`config.mk`:
```
export PLATFORM = sky130hd
export DESIGN_NAME = gated_counter_channel
export DESIGN_NICKNAME = d
export VERILOG_FILES = /design/src/rtl/gcc_pkg.sv /design/src/rtl/gcc_sync.sv /design/src/rtl/gcc_rise.sv /design/src/rtl/gcc_gate.sv /design/src/rtl/gcc_core.sv /design/src/rtl/gated_counter_channel.sv
export SDC_FILE = /design/constraint.sdc
export NUM_CORES = 1
export LEC_CHECK = 0
export ABC_AREA = 1
export BUFFER_PORTS_ARGS = -buffer_cell sky130_fd_sc_hd__buf_2
export CORE_ASPECT_RATIO = 0.5
export CORE_UTILIZATION = 35
export DETAILED_ROUTE_END_ITERATION = 6
export GPL_TIMING_DRIVEN = 0
export SLEW_MARGIN = 20
export SYNTH_ARGS = -nofsm -noshare
export SYNTH_HDL_FRONTEND = slang
export SYNTH_SLANG_ARGS = --single-unit
```
`constraint.sdc`:
```
create_clock -name clk -period 3.5 [get_ports clk]
set_input_delay 0.35 -clock clk [delete_from_list [all_inputs] [get_ports clk]]
set_output_delay 0.35 -clock clk [all_outputs]
set_load 0.01 [all_outputs]
```
`src/rtl/gcc_pkg.sv`:
```
package gcc_pkg;
  typedef enum logic [1:0] {
    ACT_HOLD = 2'd0,
    ACT_UP   = 2'd1,
    ACT_DOWN = 2'd2,
    ACT_LOAD = 2'd3
  } cnt_act_e;

  // Load has priority; a strobe only counts through an open gate.
  function automatic cnt_act_e pick_act(input logic ld, input logic strb,
                                        input logic gate, input logic dn);
    if (ld)                return ACT_LOAD;
    else if (strb && gate) return dn ? ACT_DOWN : ACT_UP;
    else                   return ACT_HOLD;
  endfunction
endpackage

```
`src/rtl/gcc_sync.sv`:
```
module gcc_sync #(
  parameter int STAGES = 2
) (
  input  logic clk,
  input  logic rst_n,
  input  logic din,
  output logic dout
);
  logic [STAGES-1:0] chain;

  generate
    if (STAGES == 1) begin : g_single
      always_ff @(posedge clk) begin
        if (!rst_n) chain <= '0;
        else        chain <= din;
      end
    end else begin : g_multi
      always_ff @(posedge clk) begin
        if (!rst_n) chain <= '0;
        else        chain <= {chain[STAGES-2:0], din};
      end
    end
  endgenerate

  assign dout = chain[STAGES-1];
endmodule

```
`src/rtl/gcc_rise.sv`:
```
module gcc_rise (
  input  logic clk,
  input  logic rst_n,
  input  logic level,
  output logic rise
);
  logic level_q;

  always_ff @(posedge clk) begin
    if (!rst_n) level_q <= 1'b0;
    else        level_q <= level;
  end

  assign rise = level & ~level_q;
endmodule

```
`src/rtl/gcc_gate.sv`:
```
module gcc_gate (
  input  logic sw_open,
  input  logic hw_level,
  input  logic hw_used,
  output logic gate
);
  // Hardware level counts only when configured in.
  logic hw_term;
  assign hw_term = hw_level | ~hw_used;
  assign gate    = sw_open & hw_term;
endmodule

```
`src/rtl/gcc_core.sv`:
```
module gcc_core
  import gcc_pkg::*;
#(
  parameter int W = 32
) (
  input  logic         clk,
  input  logic         rst_n,
  input  cnt_act_e     act,
  input  logic [W-1:0] preset,
  input  logic         snap,
  output logic [W-1:0] cnt_q,
  output logic [W-1:0] snap_q,
  output logic         snap_evt
);
  localparam logic [W-1:0] ONE = {{(W-1){1'b0}}, 1'b1};

  always_ff @(posedge clk) begin
    if (!rst_n) begin
      cnt_q <= '0;
    end else begin
      unique case (act)
        ACT_LOAD: cnt_q <= preset;
        ACT_UP:   cnt_q <= cnt_q + ONE;
        ACT_DOWN: cnt_q <= cnt_q - ONE;
        default:  cnt_q <= cnt_q;
      endcase
    end
  end

  always_ff @(posedge clk) begin
    if (!rst_n) begin
      snap_q   <= '0;
      snap_evt <= 1'b0;
    end else begin
      snap_evt <= snap;
      if (snap) snap_q <= cnt_q;
    end
  end
endmodule

```
`src/rtl/gated_counter_channel.sv`:
```
module gated_counter_channel
  import gcc_pkg::*;
#(
  parameter int CNT_W       = 32,
  parameter int SYNC_STAGES = 2
) (
  input  logic             clk,
  input  logic             rst_n,
  input  logic             sw_gate,
  input  logic             hw_gate_en,
  input  logic             hw_gate_pin,
  input  logic             latch_pin,
  input  logic             cnt_strobe,
  input  logic             cnt_down,
  input  logic             load,
  input  logic [CNT_W-1:0] load_value,
  output logic [CNT_W-1:0] count,
  output logic [CNT_W-1:0] latch_value,
  output logic             latch_event,
  output logic             gate_open
);
  logic     hw_s, latch_s, latch_rise;
  cnt_act_e act;

  gcc_sync #(.STAGES(SYNC_STAGES)) u_hw_sync (
    .clk(clk), .rst_n(rst_n), .din(hw_gate_pin), .dout(hw_s)
  );

  gcc_sync #(.STAGES(SYNC_STAGES)) u_latch_sync (
    .clk(clk), .rst_n(rst_n), .din(latch_pin), .dout(latch_s)
  );

  gcc_rise u_latch_edge (
    .clk(clk), .rst_n(rst_n), .level(latch_s), .rise(latch_rise)
  );

  gcc_gate u_gate (
    .sw_open(sw_gate), .hw_level(hw_s), .hw_used(hw_gate_en), .gate(gate_open)
  );

  assign act = pick_act(load, cnt_strobe, gate_open, cnt_down);

  gcc_core #(.W(CNT_W)) u_core (
    .clk(clk), .rst_n(rst_n), .act(act), .preset(load_value),
    .snap(latch_rise), .cnt_q(count), .snap_q(latch_value),
    .snap_evt(latch_event)
  );
endmodule

```
==> results.md, run 1 <==
* Status: completed
* Final worst path period need at 3.14 ns
* Worst Tran Pin Value at 0.660 ns
* Setup violators final at 0
* Via-to-Cell Ratio at 4.91
* Ys Warns at 0
* Nets@finish at 984
* Most common cell in the synthesized netlist: nand2_1
* Post-Synth Simple-Gate Area at 33.6%
* Syn Area/Cell at 6.21 sq um
* DP Worst Slack at -0.0701 ns
* Sequential area share after synthesis at 28.5%
* Register clock-pin slew on the reported worst setup and hold paths at 0.06 ns
* Final Util at 44.3%
* Post-route ant nets at 0
* Area share of the largest cell type after synthesis at 28.5%
* Die width at 170 um
* Grt ovf at 0
* Post-route worst hold slack at 0.189 ns
* Share of cells above drive strength 1 at 17.5%
* Fmax achieved at 319 MHz
* Core Area at 0.0136 sq mm
* XOR/XNOR Fraction of Synth Area at 2.14%
* DR vias at 5432
* LEAKAGE at 3.28 nW
* Drt pass-1 iters at 5
* Worst Path Max Fanout at 17
* Max IR drop VDD at 0.000249 V
* Initial antenna violation count at 0
* CTS root buf: clkbuf_16
* Post-Synth Adder-Cell Area at 8.55%
* WL final at 16400 um
* Fin Clk Skew at 0.00857 ns
* Core Rows at 30
* Clk_lat worst skew at 0.34 ns
* Fillcell total at 1520
* Residual DRC at 0
* Syn Inst Count at 792
* ANT cells at 0
* Mapped Area at 0.00492 sq mm
* CP Class: reg2reg
* Fin. Hold Viols at 0
* Final Cycle Share at 89.7%
* Slew margin rel. at 56.0%
* Multiplexer share of the synthesized area at 0%
* Area growth from synthesis to layout at 22.7%
* Deepest clock path buffer count at 2
* Port bufs at 106
* Startpoint types: flop
* Cell taking the most area after synthesis: dfxtp_1
* Asr flop ratio synth at 0%
* Yosys cell types at 33
* Post-DR wirelength/cell at 14.8 um
* Hold Crit Class: in2reg
* Unrepaired setup endpoints after global routing: no
* Initial Util at 36.1%
* Vias in the first global route at 4853
* Main combinational cell family by area after synthesis: simple AND/OR/NAND/NOR gates
* Global-route wire length before repair at 25600 um
* Iter 0 DRT Violations at 436
* Critical path arrival at 3.36 ns
* Die extent in y at 85.8 um
* Global Route Usage Sum at 22.9%
* I/O pins at 107
* Top post-synthesis cells by area: dfxtp_1, nand2_1, nor2_1
* Setup ws final at 0.361 ns
* Power Density at 443 mW/mm^2
* Fin. max-slew vios at 0
* FF+latch count, synth at 70
* H-Tree Depth at 3
* RePlAce Congestion at 0.864
* Synth cell count leaders: nand2_1, nor2_1, inv_1, a21oi_1, dfxtp_1
* CP endpoint kind: flop
* Complex-gate fraction of the synthesized area at 17.3%
* Dominant synthesized flop cell: dfxtp_1
* CTS Sinks at 70
* CTS tree: built
* CTS Buf Count at 9
* Max-cap viol count at 0
* Mapped Nets at 866
* Post-synth EDFFs at 0
* Required time of the critical path at 3.72 ns
* Die ar. at 0.0146 sq mm
* Cts hold-fix bufs at 0
* Pin count of the biggest net entering global routing at 33
* Dpl hpwl at 13200 um
## report_power, final
group          switching [W]  internal [W]  leakage (nW)  total [W]
Clock               0.000379      0.000562         0.148   0.000941
Combinational       0.000502      0.000282          2.56   0.000785
Sequential         0.0000776      0.000867         0.577   0.000945
## layer usage
metal	vias to the layer above	track usage (%)	routed length, um
li1	2777	-	-
met1	2492	35.3	8510
met2	151	33.3	6720
met3	12	3.55	1070
met4	0	3.93	119
met5	-	0	0
## registers in the layout, summed over array words and instances (netlist names)
| register | cells |
|---|---|
| u_core.snap_evt | 1 |
| u_core.snap_q | 32 |
| u_latch_edge.level_q | 1 |
| u_latch_sync.chain | 2 |
| u_core.cnt_q | 32 |
| u_hw_sync.chain | 2 |
## layout by cell type, fill, tap and decap left out, types with 4 or more instances in the layout
master | Yosys | routed
a21oi_1 | 77 | 77
a21oi_2 | 5 | 5
buf_2 | 0 | 106
clkbuf_1 | 23 | 23
clkbuf_16 | 0 | 9
dfxtp_1 | 70 | 70
ha_1 | 32 | 31
inv_1 | 100 | 100
nand2_1 | 193 | 193
nand2_2 | 13 | 13
nand3_1 | 43 | 43
nand4_1 | 5 | 5
nor2_1 | 113 | 113
nor2_2 | 5 | 5
nor3_1 | 4 | 4
o21ai_0 | 65 | 65
o21bai_1 | 7 | 7
xor2_1 | 10 | 10
## worst max-delay path, cell delays in order, from the launching register on
cell and delay, ns:
dfxtp_1 0.31, inv_1 0.04, a21boi_0 0.19, nand2_1 0.10, o21ai_0 0.37, ha_4 0.38, ha_1 0.35, a21oi_1 0.22
inv_1 0.06, nor2_1 0.20, nand3_1 0.26, nand2_1 0.15, nand2_1 0.07, nand2_1 0.06, nand3_1 0.11, nand2_1 0.10
a21oi_1 0.06
## through the flow
| step | instances | setup TNS (ns) | area (sq um) | power, W |
|---|---|---|---|---|
| final | 1107 | 0 | 6030 | 0.00267 |
| after global routing | 1107 | 0 | 6030 | 0.00284 |
| after CTS | 1106 | 0 | 5990 | 0.00267 |
| after detailed placement | 1090 | -0.0836 | 5690 | 0.00173 |
| after global placement | 1090 | -7.76 | 5690 | 0.00172 |
| after floorplan | 792 | 0 | 4920 | 0.00146 |
## cell families after synthesis
family	Yosys count
xor+xnor	12
simple gates	388
buf+inv	129
flops	70
fa+ha+maj	33
compound gates	160
## worst paths after layout
kind,startpoint,endpoint,slack [ns],cells past startpoint
setup reg to reg,u_hw_sync.chain[1],u_core.cnt_q[28],0.36,16
hold / removal,hw_gate_pin,u_hw_sync.chain[0],0.19,3
hold reg to reg,u_latch_sync.chain[0],u_latch_sync.chain[1],0.41,2
setup / recovery,u_hw_sync.chain[1],u_core.cnt_q[28],0.36,16
## final cells by class
type	instances	area, sq um	area share [%]
clock buffers	9	225	3.73
flip-flops and latches	70	1400	23.2
clock inverters	7	80.1	1.33
repair buffers	107	558	9.25
well taps	192	240	3.98
multi-input cells	593	3040	50.4
plain buffers	24	93.8	1.56
inverters	105	394	6.53
## timing repair
item / 4_1_cts / 5_1_grt
buffers inserted: 0 / 1
endpoints found under the setup margin: 0 / 14
resized for setup: 0 / 1
Power figures use the tool's default switching activity.
==> inputs of run 2 (changes only) <==
--- a/config.mk
+++ b/config.mk
@@ -5,7 +5,6 @@
 export SDC_FILE = /design/constraint.sdc
 export NUM_CORES = 1
 export LEC_CHECK = 0
-export ABC_AREA = 1
 export BUFFER_PORTS_ARGS = -buffer_cell sky130_fd_sc_hd__buf_2
 export CORE_ASPECT_RATIO = 0.5
 export CORE_UTILIZATION = 35
==> results.md, run 2 <==
* Global-route wire length before repair at 23200 um (-9.3%)
* CTS Sinks at 70 (unchanged)
* Fin Clk Skew at 0.00596 ns (-0.00261 ns)
* Worst Path Max Fanout at 11 (-6)
* Pin count of the biggest net entering global routing at 20 (-39%)
* CTS root buf: clkbuf_16
* Port bufs at 106 (unchanged)
* Via-to-Cell Ratio at 5.40 (+10%)
* CP endpoint kind: flop
* Multiplexer share of the synthesized area at 1.13% (+1.1 points)
* Max IR drop VDD at 0.000245 V (-1.7%)
* CP Class: reg2reg
* DR vias at 4653 (-14%)
* Initial Util at 36.7% (+0.63 points)
* Clk_lat worst skew at 0.34 ns (about the same)
* Post-DR wirelength/cell at 17.6 um (+19%)
* FF+latch count, synth at 70 (unchanged)
* Mapped Nets at 647 (-25%)
* WL final at 15200 um (-7.4%)
* Area share of the largest cell type after synthesis at 31.6% (+3.1 points)
* Syn Inst Count at 573 (-28%)
* Critical path arrival at 3.56 ns (+0.20 ns)
* ANT cells at 0 (unchanged)
* Nets@finish at 766 (-22%)
* Crit-path cells: inv_1 > a21boi_1 > a31oi_1 > ha_4 > buf_4 > ha_1 > buf_2 > nand4_1 > or2_1 > a211oi_4 > nor4_4 > nor4_2 > mux2i_1 > a22o_1
* Dominant synthesized flop cell: dfxtp_1
* Fin. Hold Viols at 0 (unchanged)
* Main combinational cell family by area after synthesis: compound AO/OA/AOI/OAI gates
* Deepest clock path buffer count at 2 (unchanged)
* Total power draw at 0.00281 W (+5.1%)
* Post-Synth Adder-Cell Area at 9.48% (+0.92 points)
* Die extent in y at 81.6 um (-4.9%)
* CTS tree: built
* Grt ovf at 0 (unchanged)
* Die width at 161 um (-4.9%)
* Top post-synthesis cells by area: dfxtp_1, a21oi_1, ha_1
* Count of buffer and inverter cells on the critical path at 3 (+1)
* Cell taking the most area after synthesis: dfxtp_1
* Final worst path period need at 3.33 ns (+0.192 ns)
* RePlAce Congestion at 0.932 (+7.9%)
* Internal reg-to-reg setup slack at 0.17 ns (-0.19 ns)
* Fmax achieved at 300 MHz (-5.8%)
* Design Area, Final at 0.00559 sq mm (-7.3%)
* Most frequent cells in the layout: buf_2, nand2_1, a21oi_1, dfxtp_1, ha_1
* Core Rows at 28 (-6.7%)
* Mapped Area at 0.00444 sq mm (-9.7%)
* Yosys cell types at 61 (+85%)
* Top cell family by delay on the critical path: compound AO/OA/AOI/OAI gates
* Post-route worst hold slack at 0.224 ns (+0.0348 ns)
* Syn Area/Cell at 7.74 sq um (+25%)
* CTS Buf Count at 9 (unchanged)
* Die ar. at 0.0132 sq mm (-9.6%)
* Asr flop ratio synth at 0% (unchanged)
* Slowest CP cell: or2_1
* Startpoint types: flop
* Status: completed
* Initial antenna violation count at 0 (unchanged)
* Complex-gate fraction of the synthesized area at 28.7% (+11 points)
* Vias in the first global route at 4326 (-11%)
* Worst Tran Pin Value at 0.731 ns (+0.0714 ns)
* Unrepaired setup endpoints after global routing: no
* Slew margin rel. at 51.2% (-4.8 points)
* H-Tree Depth at 3 (unchanged)
* Post-Synth Simple-Gate Area at 19.7% (-14 points)
* Final Cycle Share at 95.2% (+5.5 points)
* Max-cap viol count at 0 (unchanged)
* Cts hold-fix bufs at 0 (unchanged)
* Hold Crit Class: in2reg
* Post-route ant nets at 0 (unchanged)
* Most common cell in the synthesized netlist: nand2_1
* Register clock-pin slew on the reported worst setup and hold paths at 0.06 ns (about the same)
* Sequential area share after synthesis at 31.6% (+3.1 points)
* Dpl hpwl at 11200 um (-15%)
* Largest regs: u_core.cnt_q (32), u_core.snap_q (32)
* Drt pass-1 iters at 5 (unchanged)
* Post-synth EDFFs at 0 (unchanged)
* Ys Warns at 0 (unchanged)
* Most common cell after layout, fill and taps aside: buf_2
* Core Area at 0.0121 sq mm (-11%)
* Delay of the slowest critical-path stage at 0.33 ns (-0.05 ns)
* Share of cells above drive strength 1 at 21.5% (+4.0 points)
* Placed instance area at 0.00518 sq mm (-9.0%)
* Residual DRC at 0 (unchanged)
* Required time of the critical path at 3.73 ns (about the same)
* XOR/XNOR Fraction of Synth Area at 4.74% (+2.6 points)
* Power Density at 502 mW/mm^2 (+13%)
* Synth cell count leaders: nand2_1, a21oi_1, dfxtp_1, ha_1, o21ai_0
* Fin. max-slew vios at 0 (unchanged)
* Setup violators final at 0 (unchanged)
* Global Route Usage Sum at 23.4% (+0.48 points)
* I/O pins at 107 (unchanged)
* Area growth from synthesis to layout at 26.0%
* LEAKAGE at 2.49 nW (-24%)
* Iter 0 DRT Violations at 331 (-24%)
* Fillcell total at 1267 (-17%)
-- run 2: cell count changes after synthesis, moves of 36 or more --
| cell | change |
|---|---|
| inv_1 | -87 |
| nand2_1 | -92 |
| nand3_1 | -36 |
| nor2_1 | -87 |
| o21ai_0 | -36 |
-- run 2: metal layers --
metal  global-route usage [%]  vias up  wire [um]
met5                        0        -          0
met4                     6.51        0        199
met3                     4.19       14        927
met2                     37.5      140       6590
met1                     32.4     2199       7480
li1                         -     2300          -
-- run 2: worst paths after layout --
kind                                            start               endpoint  cells after the start
worst max-delay path               u_hw_sync.chain[1]       u_core.cnt_q[25]                     14
worst min-delay path                      hw_gate_pin     u_hw_sync.chain[0]                      2
worst min register to register  u_latch_sync.chain[0]  u_latch_sync.chain[1]                      1
worst max register to register     u_hw_sync.chain[1]       u_core.cnt_q[25]                     14
-- run 2: worst register-to-register path, cell delays in order (launching register included) --
cell and delay, ns:
dfxtp_1 0.30, inv_1 0.03, a21boi_1 0.21, a31oi_1 0.18, ha_4 0.28, buf_4 0.21
ha_1 0.28, buf_2 0.18, nand4_1 0.18, or2_1 0.33, a211oi_4 0.29, nor4_4 0.12
nor4_2 0.27, mux2i_1 0.13, a22o_1 0.23
-- run 2: cells by family (layout without fill, tap and decap cells) --
family                   count (synthesis)  after routing
AO/OA/AOI/OAI                          203            203
XOR/XNOR                                24             24
adder cells (fa/ha/maj)                 33             33
buffers and inverters                   52            176
flip-flops                              70             70
multiplexers                             5              5
AND/OR/NAND/NOR                        186            186
-- run 2: final cells by class --
| type | instances | area [sq um] | share of cell area [%] |
|---|---|---|---|
| Buffer | 38 | 155 | 2.78 |
| Clock buffer | 9 | 225 | 4.03 |
| Clock inverter | 7 | 120 | 2.15 |
| Inverter | 14 | 52.6 | 0.940 |
| Multi-Input combinational cell | 451 | 2880 | 51.4 |
| Sequential cell | 70 | 1400 | 25.1 |
| Tap cell | 165 | 206 | 3.69 |
| Timing Repair Buffer | 108 | 553 | 9.89 |
-- run 2: where the power goes --
group	switching [W]	internal [W]	total, W	leakage, nW
Combinational	0.000481	0.000306	0.000787	1.75
Clock	0.000387	0.000700	0.00109	0.166
Sequential	0.0000723	0.000861	0.000933	0.574
Total	0.000940	0.00187	0.00281	2.49
-- run 2: repair_timing --
item | CTS | global route
buffers inserted | 1 | 1
pin swaps | 1 | 0
resized for setup | 1 | 8
endpoints found under the hold margin | 0 | 0
setup endpoints to repair | 11 | 8
-- run 2: metrics by stage --
stage,instances,utilization [%],TNS (ns),worst slack [ns]
detailed placement,844,42.8,-3.20,-0.421
finish,862,46.2,0,0.169
CTS,861,45.9,0,0.114
global route,862,46.2,0,0.0104
global placement,844,42.8,-2.73,-0.369
floorplan,573,-,0,0.207
